## src/rtl/lockarm_wdt_pkg.sv

```systemverilog
package lockarm_wdt_pkg;
   // State of the two-write key detector
   typedef enum logic {
      SEQ_IDLE = 1'b0,
      SEQ_HALF = 1'b1
   } seq_e;

   localparam logic [7:0] DEF_KEY_OPEN  = 8'h1E;
   localparam logic [7:0] DEF_KEY_CLOSE = 8'hE1;
endpackage

```

## src/rtl/lockarm_seq.sv

```systemverilog
module lockarm_seq
   import lockarm_wdt_pkg::*;
#(
   parameter int          DATA_W    = 8,
   parameter logic [DATA_W-1:0] KEY_OPEN  = DATA_W'(DEF_KEY_OPEN),
   parameter logic [DATA_W-1:0] KEY_CLOSE = DATA_W'(DEF_KEY_CLOSE)
) (
   input  logic              clk,
   input  logic              rst_n,
   input  logic              wr_en,
   input  logic [DATA_W-1:0] wr_data,
   input  logic              block,
   input  logic              clear,
   output logic              restart
);
   seq_e st_q;
   logic take;

   assign take    = wr_en && !block;
   assign restart = take && (st_q == SEQ_HALF) && (wr_data == KEY_CLOSE);

   always_ff @(posedge clk or negedge rst_n) begin
      if (!rst_n)
         st_q <= SEQ_IDLE;
      else if (clear)
         st_q <= SEQ_IDLE;
      else if (take)
         st_q <= (wr_data == KEY_OPEN) ? SEQ_HALF : SEQ_IDLE;
   end
endmodule

```

## src/rtl/lockarm_cnt.sv

```systemverilog
module lockarm_cnt #(
   parameter int CNT_W       = 14,
   parameter bit IDLE_COUNTS = 1'b1
) (
   input  logic             clk,
   input  logic             rst_n,
   input  logic             restart,
   input  logic             mc_tick,
   input  logic             idle,
   input  logic             pdown,
   output logic             armed,
   output logic [CNT_W-1:0] cnt,
   output logic             trip
);
   localparam logic [CNT_W-1:0] CNT_MAX = {CNT_W{1'b1}};

   logic stall;
   logic step;

   assign stall = pdown || (!IDLE_COUNTS && idle);
   assign step  = armed && mc_tick && !stall;
   assign trip  = armed && (cnt == CNT_MAX) && !pdown;

   always_ff @(posedge clk or negedge rst_n) begin
      if (!rst_n) begin
         armed <= 1'b0;
         cnt   <= '0;
      end else if (trip) begin
         armed <= 1'b0;
         cnt   <= '0;
      end else if (restart) begin
         armed <= 1'b1;
         cnt   <= '0;
      end else if (step) begin
         cnt   <= cnt + CNT_W'(1);
      end
   end
endmodule

```

## src/rtl/lockarm_pulse.sv

```systemverilog
module lockarm_pulse #(
   parameter int PULSE_LEN = 96
) (
   input  logic clk,
   input  logic rst_n,
   input  logic trip,
   output logic active
);
   localparam int PW = (PULSE_LEN > 1) ? $clog2(PULSE_LEN + 1) : 1;

   generate
      if (PULSE_LEN == 1) begin : g_single
         logic hit_q;
         always_ff @(posedge clk or negedge rst_n) begin
            if (!rst_n) hit_q <= 1'b0;
            else        hit_q <= trip;
         end
         assign active = hit_q;
      end else begin : g_timer
         logic [PW-1:0] left_q;
         always_ff @(posedge clk or negedge rst_n) begin
            if (!rst_n)
               left_q <= '0;
            else if (trip)
               left_q <= PW'(PULSE_LEN);
            else if (left_q != '0)
               left_q <= left_q - PW'(1);
         end
         assign active = (left_q != '0);
      end
   endgenerate
endmodule

```

## src/rtl/lockarm_wdt.sv

```systemverilog
module lockarm_wdt
   import lockarm_wdt_pkg::*;
#(
   parameter int                DATA_W      = 8,
   parameter int                CNT_W       = 14,
   parameter int                PULSE_LEN   = 96,
   parameter bit                IDLE_COUNTS = 1'b1,
   parameter logic [DATA_W-1:0] KEY_OPEN    = DATA_W'(DEF_KEY_OPEN),
   parameter logic [DATA_W-1:0] KEY_CLOSE   = DATA_W'(DEF_KEY_CLOSE)
) (
   input  logic              clk,
   input  logic              rst_n,
   input  logic              mc_tick,
   input  logic              wr_en,
   input  logic [DATA_W-1:0] wr_data,
   input  logic              idle,
   input  logic              pdown,
   output logic              rst_req,
   output logic              rst_pin
);
   generate
      if (CNT_W < 2) begin : g_bad_cnt
         $error("lockarm_wdt: CNT_W must be at least 2");
      end
      if (PULSE_LEN < 1) begin : g_bad_len
         $error("lockarm_wdt: PULSE_LEN must be at least 1");
      end
      if (KEY_OPEN == KEY_CLOSE) begin : g_bad_key
         $error("lockarm_wdt: the two key bytes must differ");
      end
   endgenerate

   logic             restart;
   logic             armed;
   logic             trip;
   logic             pulse_on;
   logic [CNT_W-1:0] cnt_q;

   lockarm_seq #(
      .DATA_W   (DATA_W),
      .KEY_OPEN (KEY_OPEN),
      .KEY_CLOSE(KEY_CLOSE)
   ) u_seq (
      .clk    (clk),
      .rst_n  (rst_n),
      .wr_en  (wr_en),
      .wr_data(wr_data),
      .block  (pulse_on),
      .clear  (trip),
      .restart(restart)
   );

   lockarm_cnt #(
      .CNT_W      (CNT_W),
      .IDLE_COUNTS(IDLE_COUNTS)
   ) u_cnt (
      .clk    (clk),
      .rst_n  (rst_n),
      .restart(restart),
      .mc_tick(mc_tick),
      .idle   (idle),
      .pdown  (pdown),
      .armed  (armed),
      .cnt    (cnt_q),
      .trip   (trip)
   );

   lockarm_pulse #(
      .PULSE_LEN(PULSE_LEN)
   ) u_pulse (
      .clk   (clk),
      .rst_n (rst_n),
      .trip  (trip),
      .active(pulse_on)
   );

   assign rst_req = trip || pulse_on;
   assign rst_pin = pulse_on;
endmodule

```

## config.mk

```make
export PLATFORM = sky130hd
export DESIGN_NAME = lockarm_wdt
export DESIGN_NICKNAME = d
export VERILOG_FILES = /design/src/rtl/lockarm_wdt_pkg.sv /design/src/rtl/lockarm_seq.sv /design/src/rtl/lockarm_cnt.sv /design/src/rtl/lockarm_pulse.sv /design/src/rtl/lockarm_wdt.sv
export SDC_FILE = /design/constraint.sdc
export NUM_CORES = 1
export LEC_CHECK = 0
export BUFFER_PORTS_ARGS = -buffer_cell sky130_fd_sc_hd__buf_2
export CORE_UTILIZATION = 45
export CTS_BUF_LIST = sky130_fd_sc_hd__clkbuf_4 sky130_fd_sc_hd__clkbuf_8
export CTS_CLUSTER_SIZE = 16
export DETAILED_ROUTE_END_ITERATION = 12
export PLACE_DENSITY_LB_ADDON = 0.2
export SYNTH_ARGS = -nofsm -noshare
export SYNTH_HDL_FRONTEND = slang
export SYNTH_SLANG_ARGS = --single-unit
export TNS_END_PERCENT = 50
```

## constraint.sdc

```tcl
create_clock -name clk -period 1.99 [get_ports clk]
set_clock_uncertainty 0.15 [all_clocks]
set_input_delay 0.0995 -clock clk [delete_from_list [all_inputs] [get_ports clk]]
set_output_delay 0.0995 -clock clk [all_outputs]
set_load 0.03 [all_outputs]
```

=== Word level (Yosys, flattened, before mapping) ===
Index checks and enable logic that the tools add are counted.

* Bits in registers: 23
* Bits of input ports: 14
* Output and inout port bits: 2
* Word-level logic and storage cells: 34

* $add $sub $neg: 2
* Equal/unequal tests: 3
* Mux-type cells: 10
* Reduce and logical (&&, ||, !) cells: 15

{| class="wikitable"
|+ Operators by type and width
! cell !! count
|-
| 14-bit two-way mux || 3
|-
| 14-bit by 1-bit adder with 14-bit output, second input constant || 1
|-
| 14-bit equality test, second input constant || 1
|-
| 7-bit two-way mux || 2
|-
| 8-bit by 5-bit equality test with 1-bit output, second input constant || 1
|-
| 8-bit equality test, second input constant || 1
|-
| 1-bit logical AND || 7
|-
| 7-bit nonzero test || 1
|-
| 7-bit by 1-bit subtractor with 7-bit output, second input constant || 1
|-
| 2-bit nonzero test || 3
|-
| 1-bit two-way mux || 5
|-
| 3-bit nonzero test || 1
|-
| 1-bit zero test || 2
|-
| 1-bit logical OR || 1
|}

=== Depth between registers and ports, before layout ===
* Depth in word-level cells: 7
* Gate-level depth with buffers: 7
* Gate-level depth less buffers: 6

=== Hierarchy ===
A second synthesis with hierarchy kept.

* Cell total of the unflattened synthesis: 128
* Area total of the unflattened synthesis: 1278.7 um^2

{| class="wikitable"
|+ Modules (own cells, without submodules)
! module !! instances !! cells an instance !! area an instance (um^2) !! seq. area each (um^2)
|-
| lockarm_cnt || 1 || 81 || 773.2 || 375.4
|-
| lockarm_pulse || 1 || 35 || 384.1 || 175.2
|-
| lockarm_seq || 1 || 11 || 115.1 || 25.0
|-
| lockarm_wdt || 1 || 1 || 6.3 || 0.0
|}

=== Worst setup path before layout ===
No wires, ideal clock.

* Path kind: register to output
* Start point: register u_pulse.g_timer.left_q[0]
* End point: output port rst_req
* Data arrival time: 1.814 ns
* Data required time: 1.740 ns
* Slack: -0.073 ns
* Cell stages (with the launch flop): 6
* Buffers on the path: 0
* Cell sequence: dfrtp_1 -> inv_1 -> ha_1 -> nor4b_2 -> nand2_1 -> or2_2

* Longest elaborated chain between the ends: 2

{| class="wikitable"
|+ Ends and longest elaborated chain
! element !! line !! text
|-
| start: declaration || lockarm_pulse.sv:20 || <nowiki>logic [PW-1:0] left_q;</nowiki>
|-
| start signal: assignment || lockarm_pulse.sv:25 || <nowiki>left_q <= PW'(PULSE_LEN);</nowiki>
|-
| start signal: assignment || lockarm_pulse.sv:27 || <nowiki>left_q <= left_q - PW'(1);</nowiki>
|-
| 7-bit nonzero test || lockarm_pulse.sv:29 || <nowiki>assign active = (left_q != '0);</nowiki>
|-
| via rst_pin || lockarm_wdt.sv:19 || <nowiki>output logic rst_pin</nowiki>
|-
| 1-bit logical OR || lockarm_wdt.sv:77 || <nowiki>assign rst_req = trip || pulse_on;</nowiki>
|-
| end: declaration || lockarm_wdt.sv:18 || <nowiki>output logic rst_req,</nowiki>
|}

The timed path passes the listed nets, and every way through them passes these cells.

=== Worst setup path in the final report ===
* Start point: register u_cnt.cnt[0]
* End point: output port rst_req

* Longest elaborated chain between the ends: 4

{| class="wikitable"
|+ Ends and longest elaborated chain
! element !! line !! text
|-
| start: declaration || lockarm_cnt.sv:12 || <nowiki>output logic [CNT_W-1:0] cnt,</nowiki>
|-
| start signal: assignment || lockarm_cnt.sv:35 || <nowiki>cnt <= cnt + CNT_W'(1);</nowiki>
|-
| 14-bit equality test || lockarm_cnt.sv:22 || <nowiki>assign trip = armed && (cnt == CNT_MAX) && !pdown;</nowiki>
|-
| 1-bit logical AND (2 in series) || lockarm_cnt.sv:22 ||
|-
| 1-bit logical OR || lockarm_wdt.sv:77 ||
|}

Every way passes these cells.

==> load_flow_metrics.sql <==
INSERT INTO impl_metrics (metric_group, metric, value, unit) VALUES
('critical_path', 'worst-path-max-fanout', '3', ''),
('timing', 'maxClockFrequency', '481.1', 'MHz'),
('cts', 'clk_slew_on_worst_s_h_paths', '130', 'ps'),
('status', 'violations', 'setup timing', ''),
('yosys', 'avgSynthCellArea', '9.969', 'um^2'),
('cts', 'cts_inserted_buffers', '3', ''),
('placed_design', 'place.detailed.hpwl', '1.737', 'mm'),
('critical_path', 'critPathLaunchType', 'register', ''),
('timing', 'setup_slack', '-88.43', 'ps'),
('yosys', 'synth_seq_cells', '23', ''),
('drt', 'detail_route.iter0.violations', '16', ''),
('timing', 'grt_setup_unrepaired', 'yes', ''),
('timing', 'report.final.setup_viol', '1', ''),
('critical_path', 'worst_path_max_delay_cell', 'dfrtp_1', ''),
('timing', 'relSlewSlack', '65.45', '%'),
('yosys', 'post_synth_num_cell_types', '33', ''),
('yosys', 'synthDominantAreaCellType', 'dfrtp_1', ''),
('critical_path', 'critical_path_class', 'reg -> out', ''),
('yosys', 'synth-seq-area-share', '47.33', '%'),
('yosys', 'synth_edf_count', '0', ''),
('floorplanning', 'starting_density_of_the_core', '48.21', '%'),
('drt', 'dr.pass1.iters', '4', ''),
('floorplanning', 'floorplan.die_area', '0.002914', 'mm^2'),
('floorplanning', 'floorplan.die.height', '53.99', 'um'),
('floorplanning', 'design.portCount', '16', ''),
('finish', 'fillerInstances', '214', ''),
('cts', 'cts.htree.levels', '1', ''),
('drt', 'drt-wirelength-per-cell', '14.05', 'um'),
('finish', 'layout-drive-gt1-share', '32.73', '%'),
('pwr', 'power-per-cell-area', '457.2', 'mW/mm^2'),
('yosys', 'postSynth.asyncResetShare', '100.0', '%'),
('drt', 'route.final.wire_length', '2.740', 'mm'),
('drt', 'vias', '1064', ''),
('yosys', 'synth_top_cells_by_count', '23 x dfrtp_1, 16 x nor2_1, 10 x xnor2_1', ''),
('drt', 'drc_viols', '0', ''),
('status', 'outcome', 'finished, violations left', ''),
('timing', 'final.min_clock_period', '2078', 'ps'),
('critical_path', 'crit_family', 'simple AND/OR/NAND/NOR gates', ''),
('global_routing', 'antenna_found_initial', '0', ''),
('cts', 'cts_root_buf', 'clkbuf_4', ''),
('yosys', 'synth.yosys.warnings', '0', ''),
('placed_design', 'place.gp.congestion', '0.7637', ''),
('yosys', 'yosys_most_used_dff', 'dfrtp_1', ''),
('cts', 'clkSinkCount', '23', ''),
('drt', 'via_count_normalized_by_instance_count', '5.456', ''),
('critical_path', 'critPathCaptureType', 'output port', ''),
('cts', 'worstSkewPairLatency', '300', 'ps'),
('critical_path', 'timing.critical_path.required', '1740', 'ps'),
('pwr', 'post-layout-total-power', '0.7317', 'mW'),
('job', 'cap_viol_max_count', '0', ''),
('global_routing', 'first_pass_grt_wire_length', '4.381', 'mm'),
('yosys', 'netlist_area', '0.001216', 'mm^2'),
('drt', 'antenna_violating_nets_post_route', '0', ''),
('floorplanning', 'rows', '18', ''),
('global_routing', 'global_route.usage.total', '20.69', '%'),
('hold_path', 'hold_path.class', 'in -> reg', ''),
('placed_design', 'port_buffers', '14', ''),
('cts', 'cts_max_path_buffers', '2', ''),
('critical_path', 'critical_path.max_stage_delay', '390', 'ps'),
('timing', 'final_min_period_over_clock_period', '104.4', '%'),
('yosys', 'portion_of_synthesized_cell_area_occupied_by_the_leading_cell_type', '47.33', '%'),
('critical_path', 'crit_path_start', 'u_cnt.cnt[0]', ''),
('timing', 'tightest_slew', '518.3', 'ps'),
('yosys', 'ys_top_cells_by_area', 'dfrtp_1 47%, xnor2_1 7.2%, nor2_1 4.9%', ''),
('cts', 'tritoncts_clock_tree', 'built', ''),
('placed_design', 'placed_cell_area', '0.001370', 'mm^2'),
('yosys', 'yosys.cell_count.top_type', 'dfrtp_1', ''),
('placed_design', 'dp_slack', '111.4', 'ps'),
('hold_path', 'hold_path_startpoint', 'wr_data[5]', ''),
('timing', 'final_max_slew_viol_count', '0', ''),
('critical_path', 'worstReg2RegStart', 'u_cnt.cnt[7]', '');
-- logic make-up (layout without fill, tap and decap cells) --
family	Yosys count	in the layout	share of synthesized area, %
AND/OR/NAND/NOR	61	61	30.45
flip-flops	23	23	47.32
adder cells (fa/ha/maj)	2	2	2.057
XOR/XNOR	13	13	9.362
multiplexers	1	1	0.8231
buffers and inverters	7	50	2.263
AO/OA/AOI/OAI	15	15	7.715
-- state kept, by name, indices dropped and copies added, names as in the netlist --
register	cells
u_pulse.g_timer.left_q	7
u_seq.st_q	1
u_cnt.cnt	14
u_cnt.armed	1
-- report_power, final --
part	internal, mW	leakage, nW	switching (mW)	total, mW
clock network	0.0917	0.0184	0.138	0.229
registers	0.467	0.300	0	0.467
logic	0.0185	0.400	0.0165	0.0350
-- per-layer routing --
| layer | GRT usage (%) | part of all wire (%) |
|---|---|---|
| met1 | 27.02 | 48 |
| met2 | 36.01 | 48 |
| met3 | 3.390 | 3.4 |
| met4 | 3.846 | 0 |
| met5 | 0 | 0 |
-- worst reg2reg max path: cells and delay by family, from the launching register on --
kind / cells / cell delay, ps
flip-flops: 1 / 420
AND/OR/NAND/NOR: 3 / 1120
AO/OA/AOI/OAI: 1 / 150
-- worst paths after layout --
kind | end | slack [ps] | cells after the start
worst max-delay path | rst_req | -90 | 6
worst min-delay path | u_seq.st_q | 4 | 4
worst max register to register | u_cnt.cnt[13] | 80 | 4
worst min register to register | u_pulse.g_timer.left_q[6] | 360 | 1
max in group asynchronous | u_cnt.cnt[2] | 1180 | 2
min in group asynchronous | u_seq.st_q | 130 | 2
-- stage by stage --
| step | utilization, % | hold slack (ps) | cells |
|---|---|---|---|
| floorplan | - | -346.1 | 122 |
| global placement | 54.32 | -49.33 | 171 |
| detailed placement | 54.32 | -42.55 | 171 |
| CTS | 61.66 | 1.283 | 190 |
| global route | 63.44 | 9.111 | 195 |
| finish | 63.44 | 4.423 | 195 |
-- cells in the final DEF (no fill, tap or decap), types with 5 or more instances in the layout --
cell	count
a21oi_1	7
inv_1	5
buf_2	13
dlygate4sd3_1	6
nor2_1	16
dfrtp_1	22
buf_4	21
nand2_1	5
nand2b_1	5
nand3_1	5
xnor2_1	10
-- final cells by class --
cell class / count / area [um^2] / share of cell area [%]
multi-input cells: 92 / 643.1 / 40.19
flip-flops and latches: 23 / 576.8 / 36.04
repair buffers: 41 / 294.0 / 18.37
inverters: 5 / 18.77 / 1.173
clock buffers: 4 / 30.03 / 1.876
well taps: 30 / 37.54 / 2.346
-- timing repair --
item | CTS | global route
setup buffers | 10 | 4
pin swaps | 4 | 3
setup endpoints to repair | 2 | 3
resized for setup | 8 | 1
hold buffers | 5 | 1
endpoints found under the hold margin | 24 | 1
Power figures use the tool's default switching activity.
